<file path="src/rtl/sr_chk_pkg.sv">
package sr_chk_pkg;
  localparam int ERR_W       = 14;
  // bit base per rule; +0 is X axis, +1 is Y axis
  localparam int E_SCALE_ZERO = 0;
  localparam int E_DST_ZERO   = 2;
  localparam int E_DST_BIG    = 4;
  localparam int E_SRC_OOB    = 6;
  localparam int E_DST_OOB    = 8;
  localparam int E_YUV_IN     = 10;
  localparam int E_YUV_OUT    = 12;

  typedef enum logic [1:0] {ST_IDLE, ST_COMPUTE, ST_CHECK, ST_DONE} chk_st_e;
  typedef enum logic [1:0] {ROT_0, ROT_90, ROT_180, ROT_270} rot_e;
endpackage

</file>
<file path="src/rtl/sr_scale_mul.sv">
module sr_scale_mul #(
  parameter int DIM_W  = 14,
  parameter int INT_W  = 8,
  parameter int FRAC_W = 4,
  localparam int SC_W  = DIM_W + INT_W
) (
  input  logic [DIM_W-1:0]  len_i,
  input  logic [INT_W-1:0]  sc_int_i,
  input  logic [FRAC_W-1:0] sc_frac_i,
  output logic [SC_W-1:0]   scaled_o
);
  localparam int PROD_W = DIM_W + INT_W + FRAC_W;
  logic [PROD_W-1:0] prod;

  always_comb begin
    prod     = PROD_W'(len_i) * PROD_W'({sc_int_i, sc_frac_i});
    scaled_o = prod[PROD_W-1:FRAC_W]; // floor
  end
endmodule

</file>
<file path="src/rtl/sr_rule_eval.sv">
module sr_rule_eval
  import sr_chk_pkg::*;
#(
  parameter int DIM_W   = 14,
  parameter int INT_W   = 8,
  parameter int FRAC_W  = 4,
  parameter int MAX_DST = 8191,
  localparam int SC_W   = DIM_W + INT_W
) (
  input  logic [1:0][DIM_W-1:0]  src_area_i,
  input  logic [1:0][DIM_W-1:0]  src_blk_i,
  input  logic [1:0][DIM_W-1:0]  src_off_i,
  input  logic [1:0][DIM_W-1:0]  dst_area_i,
  input  logic [1:0][DIM_W-1:0]  dst_off_i,
  input  logic [1:0][INT_W-1:0]  sc_int_i,
  input  logic [1:0][FRAC_W-1:0] sc_frac_i,
  input  logic [1:0][SC_W-1:0]   scaled_i,
  input  rot_e                   rot_i,
  input  logic                   yuv_in_i,
  input  logic                   yuv_out_i,
  output logic [ERR_W-1:0]       err_o
);
  logic              swap;
  logic [1:0][SC_W-1:0] dst_blk;

  always_comb begin
    swap       = (rot_i == ROT_90) || (rot_i == ROT_270);
    dst_blk[0] = swap ? scaled_i[1] : scaled_i[0];
    dst_blk[1] = swap ? scaled_i[0] : scaled_i[1];
  end

  for (genvar g = 0; g < 2; g++) begin : g_axis
    logic [DIM_W:0] src_end;
    logic [SC_W:0]  dst_end;
    always_comb begin
      src_end = {1'b0, src_blk_i[g]} + {1'b0, src_off_i[g]};
      dst_end = {1'b0, dst_blk[g]} + (SC_W+1)'(dst_off_i[g]);
      err_o[E_SCALE_ZERO+g] = ({sc_int_i[g], sc_frac_i[g]} == '0);
      err_o[E_DST_ZERO+g]   = (scaled_i[g] == '0);
      err_o[E_DST_BIG+g]    = (scaled_i[g] > SC_W'(MAX_DST));
      err_o[E_SRC_OOB+g]    = (src_end > {1'b0, src_area_i[g]});
      err_o[E_DST_OOB+g]    = (dst_end > (SC_W+1)'(dst_area_i[g]));
      err_o[E_YUV_IN+g]     = yuv_in_i &
                              (src_area_i[g][0] | src_blk_i[g][0] | src_off_i[g][0]);
      err_o[E_YUV_OUT+g]    = yuv_out_i &
                              (dst_area_i[g][0] | dst_blk[g][0] | dst_off_i[g][0]);
    end
  end
endmodule

</file>
<file path="src/rtl/sr_param_check.sv">
module sr_param_check
  import sr_chk_pkg::*;
#(
  parameter int DIM_W   = 14,
  parameter int INT_W   = 8,
  parameter int FRAC_W  = 4,
  parameter int MAX_DST = 8191
) (
  input  logic              clk_i,
  input  logic              rst_ni,
  input  logic              start_i,
  input  logic [DIM_W-1:0]  src_area_w_i,
  input  logic [DIM_W-1:0]  src_area_h_i,
  input  logic [DIM_W-1:0]  src_blk_w_i,
  input  logic [DIM_W-1:0]  src_blk_h_i,
  input  logic [DIM_W-1:0]  src_off_x_i,
  input  logic [DIM_W-1:0]  src_off_y_i,
  input  logic [DIM_W-1:0]  dst_area_w_i,
  input  logic [DIM_W-1:0]  dst_area_h_i,
  input  logic [DIM_W-1:0]  dst_off_x_i,
  input  logic [DIM_W-1:0]  dst_off_y_i,
  input  logic [INT_W-1:0]  scale_x_int_i,
  input  logic [FRAC_W-1:0] scale_x_frac_i,
  input  logic [INT_W-1:0]  scale_y_int_i,
  input  logic [FRAC_W-1:0] scale_y_frac_i,
  input  logic [1:0]        rot_i,
  input  logic              yuv_in_i,
  input  logic              yuv_out_i,
  output logic              busy_o,
  output logic              done_o,
  output logic              go_o,
  output logic              err_irq_o,
  output logic [ERR_W-1:0]  err_o
);
  localparam int SC_W = DIM_W + INT_W;

  chk_st_e state_q;
  logic    phase_q;
  logic [1:0][DIM_W-1:0]  src_area_q, src_blk_q, src_off_q, dst_area_q, dst_off_q;
  logic [1:0][INT_W-1:0]  sc_int_q;
  logic [1:0][FRAC_W-1:0] sc_frac_q;
  rot_e                   rot_q;
  logic                   yuv_in_q, yuv_out_q;
  logic [1:0][SC_W-1:0]   scaled_q;
  logic [SC_W-1:0]        mul_out;
  logic [ERR_W-1:0]       err_c, err_q;

  // one multiplier shared by both axes, axis picked by phase
  sr_scale_mul #(.DIM_W(DIM_W), .INT_W(INT_W), .FRAC_W(FRAC_W)) u_mul (
    .len_i    (src_blk_q[phase_q]),
    .sc_int_i (sc_int_q[phase_q]),
    .sc_frac_i(sc_frac_q[phase_q]),
    .scaled_o (mul_out)
  );

  sr_rule_eval #(.DIM_W(DIM_W), .INT_W(INT_W), .FRAC_W(FRAC_W), .MAX_DST(MAX_DST)) u_rules (
    .src_area_i(src_area_q),
    .src_blk_i (src_blk_q),
    .src_off_i (src_off_q),
    .dst_area_i(dst_area_q),
    .dst_off_i (dst_off_q),
    .sc_int_i  (sc_int_q),
    .sc_frac_i (sc_frac_q),
    .scaled_i  (scaled_q),
    .rot_i     (rot_q),
    .yuv_in_i  (yuv_in_q),
    .yuv_out_i (yuv_out_q),
    .err_o     (err_c)
  );

  always_ff @(posedge clk_i or negedge rst_ni) begin
    if (!rst_ni) begin
      state_q    <= ST_IDLE;
      phase_q    <= 1'b0;
      src_area_q <= '0;
      src_blk_q  <= '0;
      src_off_q  <= '0;
      dst_area_q <= '0;
      dst_off_q  <= '0;
      sc_int_q   <= {INT_W'(1), INT_W'(1)};
      sc_frac_q  <= '0;
      rot_q      <= ROT_0;
      yuv_in_q   <= 1'b0;
      yuv_out_q  <= 1'b0;
      scaled_q   <= '0;
      err_q      <= '0;
    end else begin
      unique case (state_q)
        ST_IDLE: if (start_i) begin
          src_area_q <= {src_area_h_i, src_area_w_i};
          src_blk_q  <= {src_blk_h_i, src_blk_w_i};
          src_off_q  <= {src_off_y_i, src_off_x_i};
          dst_area_q <= {dst_area_h_i, dst_area_w_i};
          dst_off_q  <= {dst_off_y_i, dst_off_x_i};
          sc_int_q   <= {scale_y_int_i, scale_x_int_i};
          sc_frac_q  <= {scale_y_frac_i, scale_x_frac_i};
          rot_q      <= rot_e'(rot_i);
          yuv_in_q   <= yuv_in_i;
          yuv_out_q  <= yuv_out_i;
          phase_q    <= 1'b0;
          state_q    <= ST_COMPUTE;
        end
        ST_COMPUTE: begin
          scaled_q[phase_q] <= mul_out;
          phase_q           <= 1'b1;
          if (phase_q) state_q <= ST_CHECK;
        end
        ST_CHECK: begin
          err_q   <= err_c;
          state_q <= ST_DONE;
        end
        ST_DONE: state_q <= ST_IDLE;
        default: state_q <= ST_IDLE;
      endcase
    end
  end

  always_comb begin
    busy_o    = (state_q != ST_IDLE);
    done_o    = (state_q == ST_DONE);
    err_irq_o = done_o && (err_q != '0);
    go_o      = done_o && (err_q == '0);
    err_o     = err_q;
  end

  AST_IRQ_GO_EXCL: assert property (@(posedge clk_i) disable iff (!rst_ni)
    !(err_irq_o && go_o));
  AST_PULSE_IN_DONE: assert property (@(posedge clk_i) disable iff (!rst_ni)
    (err_irq_o || go_o) |-> done_o);
  AST_DONE_ONESHOT: assert property (@(posedge clk_i) disable iff (!rst_ni)
    done_o |=> !done_o);
  AST_ERR_HOLD: assert property (@(posedge clk_i) disable iff (!rst_ni)
    (state_q != ST_CHECK) |=> $stable(err_o));
  AST_SCALE_ZERO_FLOOR: assert property (@(posedge clk_i) disable iff (!rst_ni)
    (done_o && err_o[E_SCALE_ZERO]) |-> err_o[E_DST_ZERO]);
  AST_BUSY_HOLDS_CFG: assert property (@(posedge clk_i) disable iff (!rst_ni)
    (state_q == ST_COMPUTE) |=> $stable(src_blk_q));
endmodule

</file>
<file path="config.mk">
export PLATFORM = sky130hd
export DESIGN_NAME = sr_param_check
export DESIGN_NICKNAME = d
export VERILOG_FILES = /design/src/rtl/sr_chk_pkg.sv /design/src/rtl/sr_scale_mul.sv /design/src/rtl/sr_rule_eval.sv /design/src/rtl/sr_param_check.sv
export SDC_FILE = /design/constraint.sdc
export NUM_CORES = 1
export LEC_CHECK = 0
export BUFFER_PORTS_ARGS = -buffer_cell sky130_fd_sc_hd__buf_4
export CAP_MARGIN = 20
export CELL_PAD_IN_SITES_DETAIL_PLACEMENT = 1
export CELL_PAD_IN_SITES_GLOBAL_PLACEMENT = 2
export CORE_ASPECT_RATIO = 1.2
export CORE_UTILIZATION = 39
export CTS_BUF_LIST = sky130_fd_sc_hd__clkbuf_4 sky130_fd_sc_hd__clkbuf_8 sky130_fd_sc_hd__clkbuf_16
export DETAILED_ROUTE_END_ITERATION = 6
export GPL_TIMING_DRIVEN = 0
export PLACE_DENSITY_LB_ADDON = 0.1
export SLEW_MARGIN = 20
export SYNTH_ARGS = -nofsm -noshare
export SYNTH_HDL_FRONTEND = slang
export SYNTH_SLANG_ARGS = --single-unit
</file>
<file path="constraint.sdc">
create_clock -name clk_i -period 7.58 [get_ports clk_i]
set_clock_uncertainty 0.1 [all_clocks]
set_input_delay 1.895 -clock clk_i [delete_from_list [all_inputs] [get_ports clk_i]]
set_output_delay 1.895 -clock clk_i [all_outputs]
set_load 0.005 [all_outputs]
</file>
==> metrics <==
number of buffers inserted to repair setup after CTS 0; synthesis-to-finish area growth 17.8%; Main synth FF type sky130_fd_sc_hd__dfrtp_1; portion of the clock cycle consumed by the worst path in the final layout 95.7%; full die area 49,100 um^2; area of the placeable core 47,200 um^2; Antenna Violating Nets Remaining 0; vias in the first global route 15,900; RSZ-0062 raised after global routing no; cell at the root of the clock tree sky130_fd_sc_hd__clkbuf_16; height of the die around 240 um; data arrival time of the worst path 7.63 ns; worst setup path start phase_q; Clock Sinks 228; number of warning messages in the yosys log 0; top fanout value on the critical path 10; fraction of layout instances using a drive strength above 1 23.8%; number of unique standard cell types used by synthesis 71; routed wire length between 50,000 and 60,000 um; mapped cell area approximately 19,000 um^2; cell type with the highest aggregate area in the netlist sky130_fd_sc_hd__dfrtp_1; total number of vias 14,400; number of port buffers 187; number of hold violations in the final report 0; required time of the critical path 7.96 ns; global routing usage summed across all routing layers between 20 and 25%; Syn Inst Count approximately 1,900; maximum number of pins on one net before global-route repair 96; number of register bits inferred by synthesis 228; share of synthesized area occupied by flip-flops and latches 30.3%; cell row count between 80 and 90; number of cells in the design after placement about 2,700; post-route cell area approximately 22,000 um^2; worst reg2reg path endpoint scaled_q[42]; FFs w/ async S/R, synth 100%; count of TritonRoute iterations in the first routing pass 7; Horiz. Die Dim about 200 um; Layout fillers 5,348; HP Class reg2reg; Residual DRC 0; worst r2r src phase_q; Bufs on Longest Clock Path 3; mean instance size in the synthesized netlist 10.1 um^2; highest clock frequency the design can meet 138 MHz; total negative setup slack 0 ns; number of cells on the worst reg-to-reg path 22; routed wire length per instance 21.4 um; clock edge transition at the registers on the reported setup and hold paths 0.06 ns; final setup vio count 0; number of H-tree branching levels 1; Layout Nets between 2,000 and 3,000; most instantiated cells after synthesis sky130_fd_sc_hd__inv_1 (246), sky130_fd_sc_hd__mux2_2 (227), sky130_fd_sc_hd__dfrtp_1 (226); critical path capture point type flop; Worst Setup Start Kind flop; detailed placer's ending HPWL between 40,000 and 50,000 um; max capacitance violation total 0; via/cell ratio 5.27; first-pass GRT wire length 90,900 um; Remaining Overflow, GRT 0; number of antenna violations at the first check in global routing 4; area of placed instances 21,100 um^2; worst reg2reg setup slack ~0.33 ns; portion of synthesized cell area occupied by the leading cell type a little under a third; Critical Path End scaled_q[42]; slew at the pin closest to its max-slew limit 0.991 ns; fin crit period 7.25 ns; Post-Route Hold Slack ~0.4 ns; max-slew violation count 0; Net Count, Synth 2,329; drt initial violations 507; CTS tree yes; critical path class reg2reg; non-filler instance count after layout 2,724; count leader, synth sky130_fd_sc_hd__inv_1; clock latency on the worst-skew pair about 0.59 ns; placer congestion estimate just over 0.9; Relative slew margins between 30% and 40%; run status completed; total CTS buffers 28; starting density of the core 39.8%; I/O pin count 189; Post-synth EDFFs 0; top area cells in the synthesized netlist sky130_fd_sc_hd__dfrtp_1 (30%), sky130_fd_sc_hd__mux2_2 (14%), sky130_fd_sc_hd__fa_1 (13%)
[kinds of logic (layout without fill, tap and decap cells)]
group,count (synthesis),in the layout,synth area share (%)
multiplexers,264,264,15.6
AND/OR/NAND/NOR,422,422,10.3
other,0,3,0
flip-flops,228,228,30.3
adder cells (fa/ha/maj),301,301,25.0
XOR/XNOR,61,61,2.84
buffers and inverters,294,535,5.93
AO/OA/AOI/OAI,287,287,9.99
[per-layer routing]
layer  track usage [%]  up-vias  routed length [um]
met3              3.00      115                1840
met1              28.3     7197               23700
met4              11.0        2                2720
met2              43.4      274               29900
met5                 0        -                  13
li1                  -     6778                   -
[placed cells by master, fill, tap and decap left out, types with 7 or more instances in the layout]
| cell type | Yosys | layout |
|---|---|---|
| sky130_fd_sc_hd__nor3_1 | 11 | 11 |
| sky130_fd_sc_hd__or3_1 | 7 | 7 |
| sky130_fd_sc_hd__a211oi_1 | 10 | 10 |
| sky130_fd_sc_hd__buf_1 | 11 | 8 |
| sky130_fd_sc_hd__o31ai_1 | 9 | 9 |
| sky130_fd_sc_hd__nand3_1 | 19 | 19 |
| sky130_fd_sc_hd__and2_1 | 18 | 18 |
| sky130_fd_sc_hd__inv_1 | 246 | 246 |
| sky130_fd_sc_hd__dfrtp_1 | 226 | 226 |
| sky130_fd_sc_hd__clkbuf_1 | 33 | 31 |
| sky130_fd_sc_hd__a21oi_1 | 67 | 67 |
| sky130_fd_sc_hd__nand2_1 | 183 | 183 |
| sky130_fd_sc_hd__o21ai_0 | 63 | 63 |
| sky130_fd_sc_hd__mux2i_1 | 34 | 27 |
| sky130_fd_sc_hd__xnor2_1 | 42 | 42 |
| sky130_fd_sc_hd__mux2_2 | 227 | 227 |
| sky130_fd_sc_hd__a21o_1 | 37 | 37 |
| sky130_fd_sc_hd__ha_1 | 177 | 177 |
| sky130_fd_sc_hd__o21ai_1 | 15 | 15 |
| sky130_fd_sc_hd__o211ai_1 | 7 | 7 |
| sky130_fd_sc_hd__buf_4 | 0 | 186 |
| sky130_fd_sc_hd__nand4_1 | 16 | 16 |
| sky130_fd_sc_hd__clkbuf_16 | 0 | 28 |
| sky130_fd_sc_hd__nor4_1 | 21 | 21 |
| sky130_fd_sc_hd__nor2b_1 | 15 | 15 |
| sky130_fd_sc_hd__xor2_1 | 19 | 19 |
| sky130_fd_sc_hd__o21a_1 | 20 | 20 |
| sky130_fd_sc_hd__fa_1 | 124 | 124 |
| sky130_fd_sc_hd__nor2_1 | 102 | 102 |
[how the worst min path moves through the flow]
stage | depth (start not counted) | slack [ns] | to | startpoint
6_report | 1 | 0.41 | src_area_q[13] | src_area_q[13]
3_3_place_gp | 1 | 0.39 | dst_area_q[13] | dst_area_q[13]
2_1_floorplan | 1 | 0.38 | dst_area_q[10] | dst_area_q[10]
4_1_cts | 1 | 0.41 | dst_area_q[6] | dst_area_q[6]
5_1_grt | 1 | 0.42 | src_area_q[13] | src_area_q[13]
3_5_place_dp | 1 | 0.39 | dst_area_q[13] | dst_area_q[13]
[critical path: stages (launching register included)]
cell,delay [ns]
sky130_fd_sc_hd__dfrtp_1,0.41
sky130_fd_sc_hd__clkbuf_2,0.33
sky130_fd_sc_hd__clkbuf_2,0.41
sky130_fd_sc_hd__mux2i_2,0.57
sky130_fd_sc_hd__nor2_1,0.15
sky130_fd_sc_hd__fa_1,0.55
sky130_fd_sc_hd__inv_1,0.06
sky130_fd_sc_hd__fa_1,0.48
sky130_fd_sc_hd__inv_1,0.06
sky130_fd_sc_hd__fa_1,0.53
sky130_fd_sc_hd__fa_1,0.56
sky130_fd_sc_hd__inv_1,0.06
sky130_fd_sc_hd__fa_1,0.58
sky130_fd_sc_hd__inv_1,0.06
sky130_fd_sc_hd__ha_1,0.37
sky130_fd_sc_hd__a21o_1,0.18
sky130_fd_sc_hd__a21o_1,0.17
sky130_fd_sc_hd__a21o_1,0.20
sky130_fd_sc_hd__o211ai_1,0.30
sky130_fd_sc_hd__a21oi_1,0.16
sky130_fd_sc_hd__o311a_1,0.40
sky130_fd_sc_hd__o21a_1,0.20
sky130_fd_sc_hd__o31ai_1,0.23
[registers in the layout (all words and copies together) (netlist names)]
name	cells
dst_off_q	28
rot_q	1
err_o	14
sc_int_q	16
src_blk_q	28
yuv_in_q	1
dst_area_q	28
phase_q	1
sc_frac_q	8
src_area_q	28
yuv_out_q	1
state_q	2
src_off_q	28
scaled_q	44
[area by class of cell]
cell class | count | area [um^2] | share of cell area (%)
tap | 623 | 779 | 3.52
buffer | 48 | 198 | 0.893
clock buffer | 35 | 772 | 3.49
timing repair buffer | 189 | 1470 | 6.62
multi-input combinational | 1335 | 12000 | 54.3
sequential | 228 | 5710 | 25.8
inverter | 246 | 923 | 4.17
clock inverter | 17 | 274 | 1.24
antenna | 3 | 7.51 | 0.0339
[stage by stage]
step | util [%] | worst slack [ns]
2_1_floorplan | - | 1.00
3_3_place_gp | 44.4 | -0.260
3_5_place_dp | 44.6 | -0.325
4_1_cts | 46.8 | 0.0139
5_1_grt | 46.9 | 0.00280
6_report | 46.9 | 0.329
[timing repair]
item	4_1_cts	5_1_grt
hold buffers	0	0
setup endpoints to repair	10	9
gates resized for setup	10	3
Power is left out: the tool's default activity adds up to more than one toggle a clock period on the data nets, which glitch-free logic cannot reach.
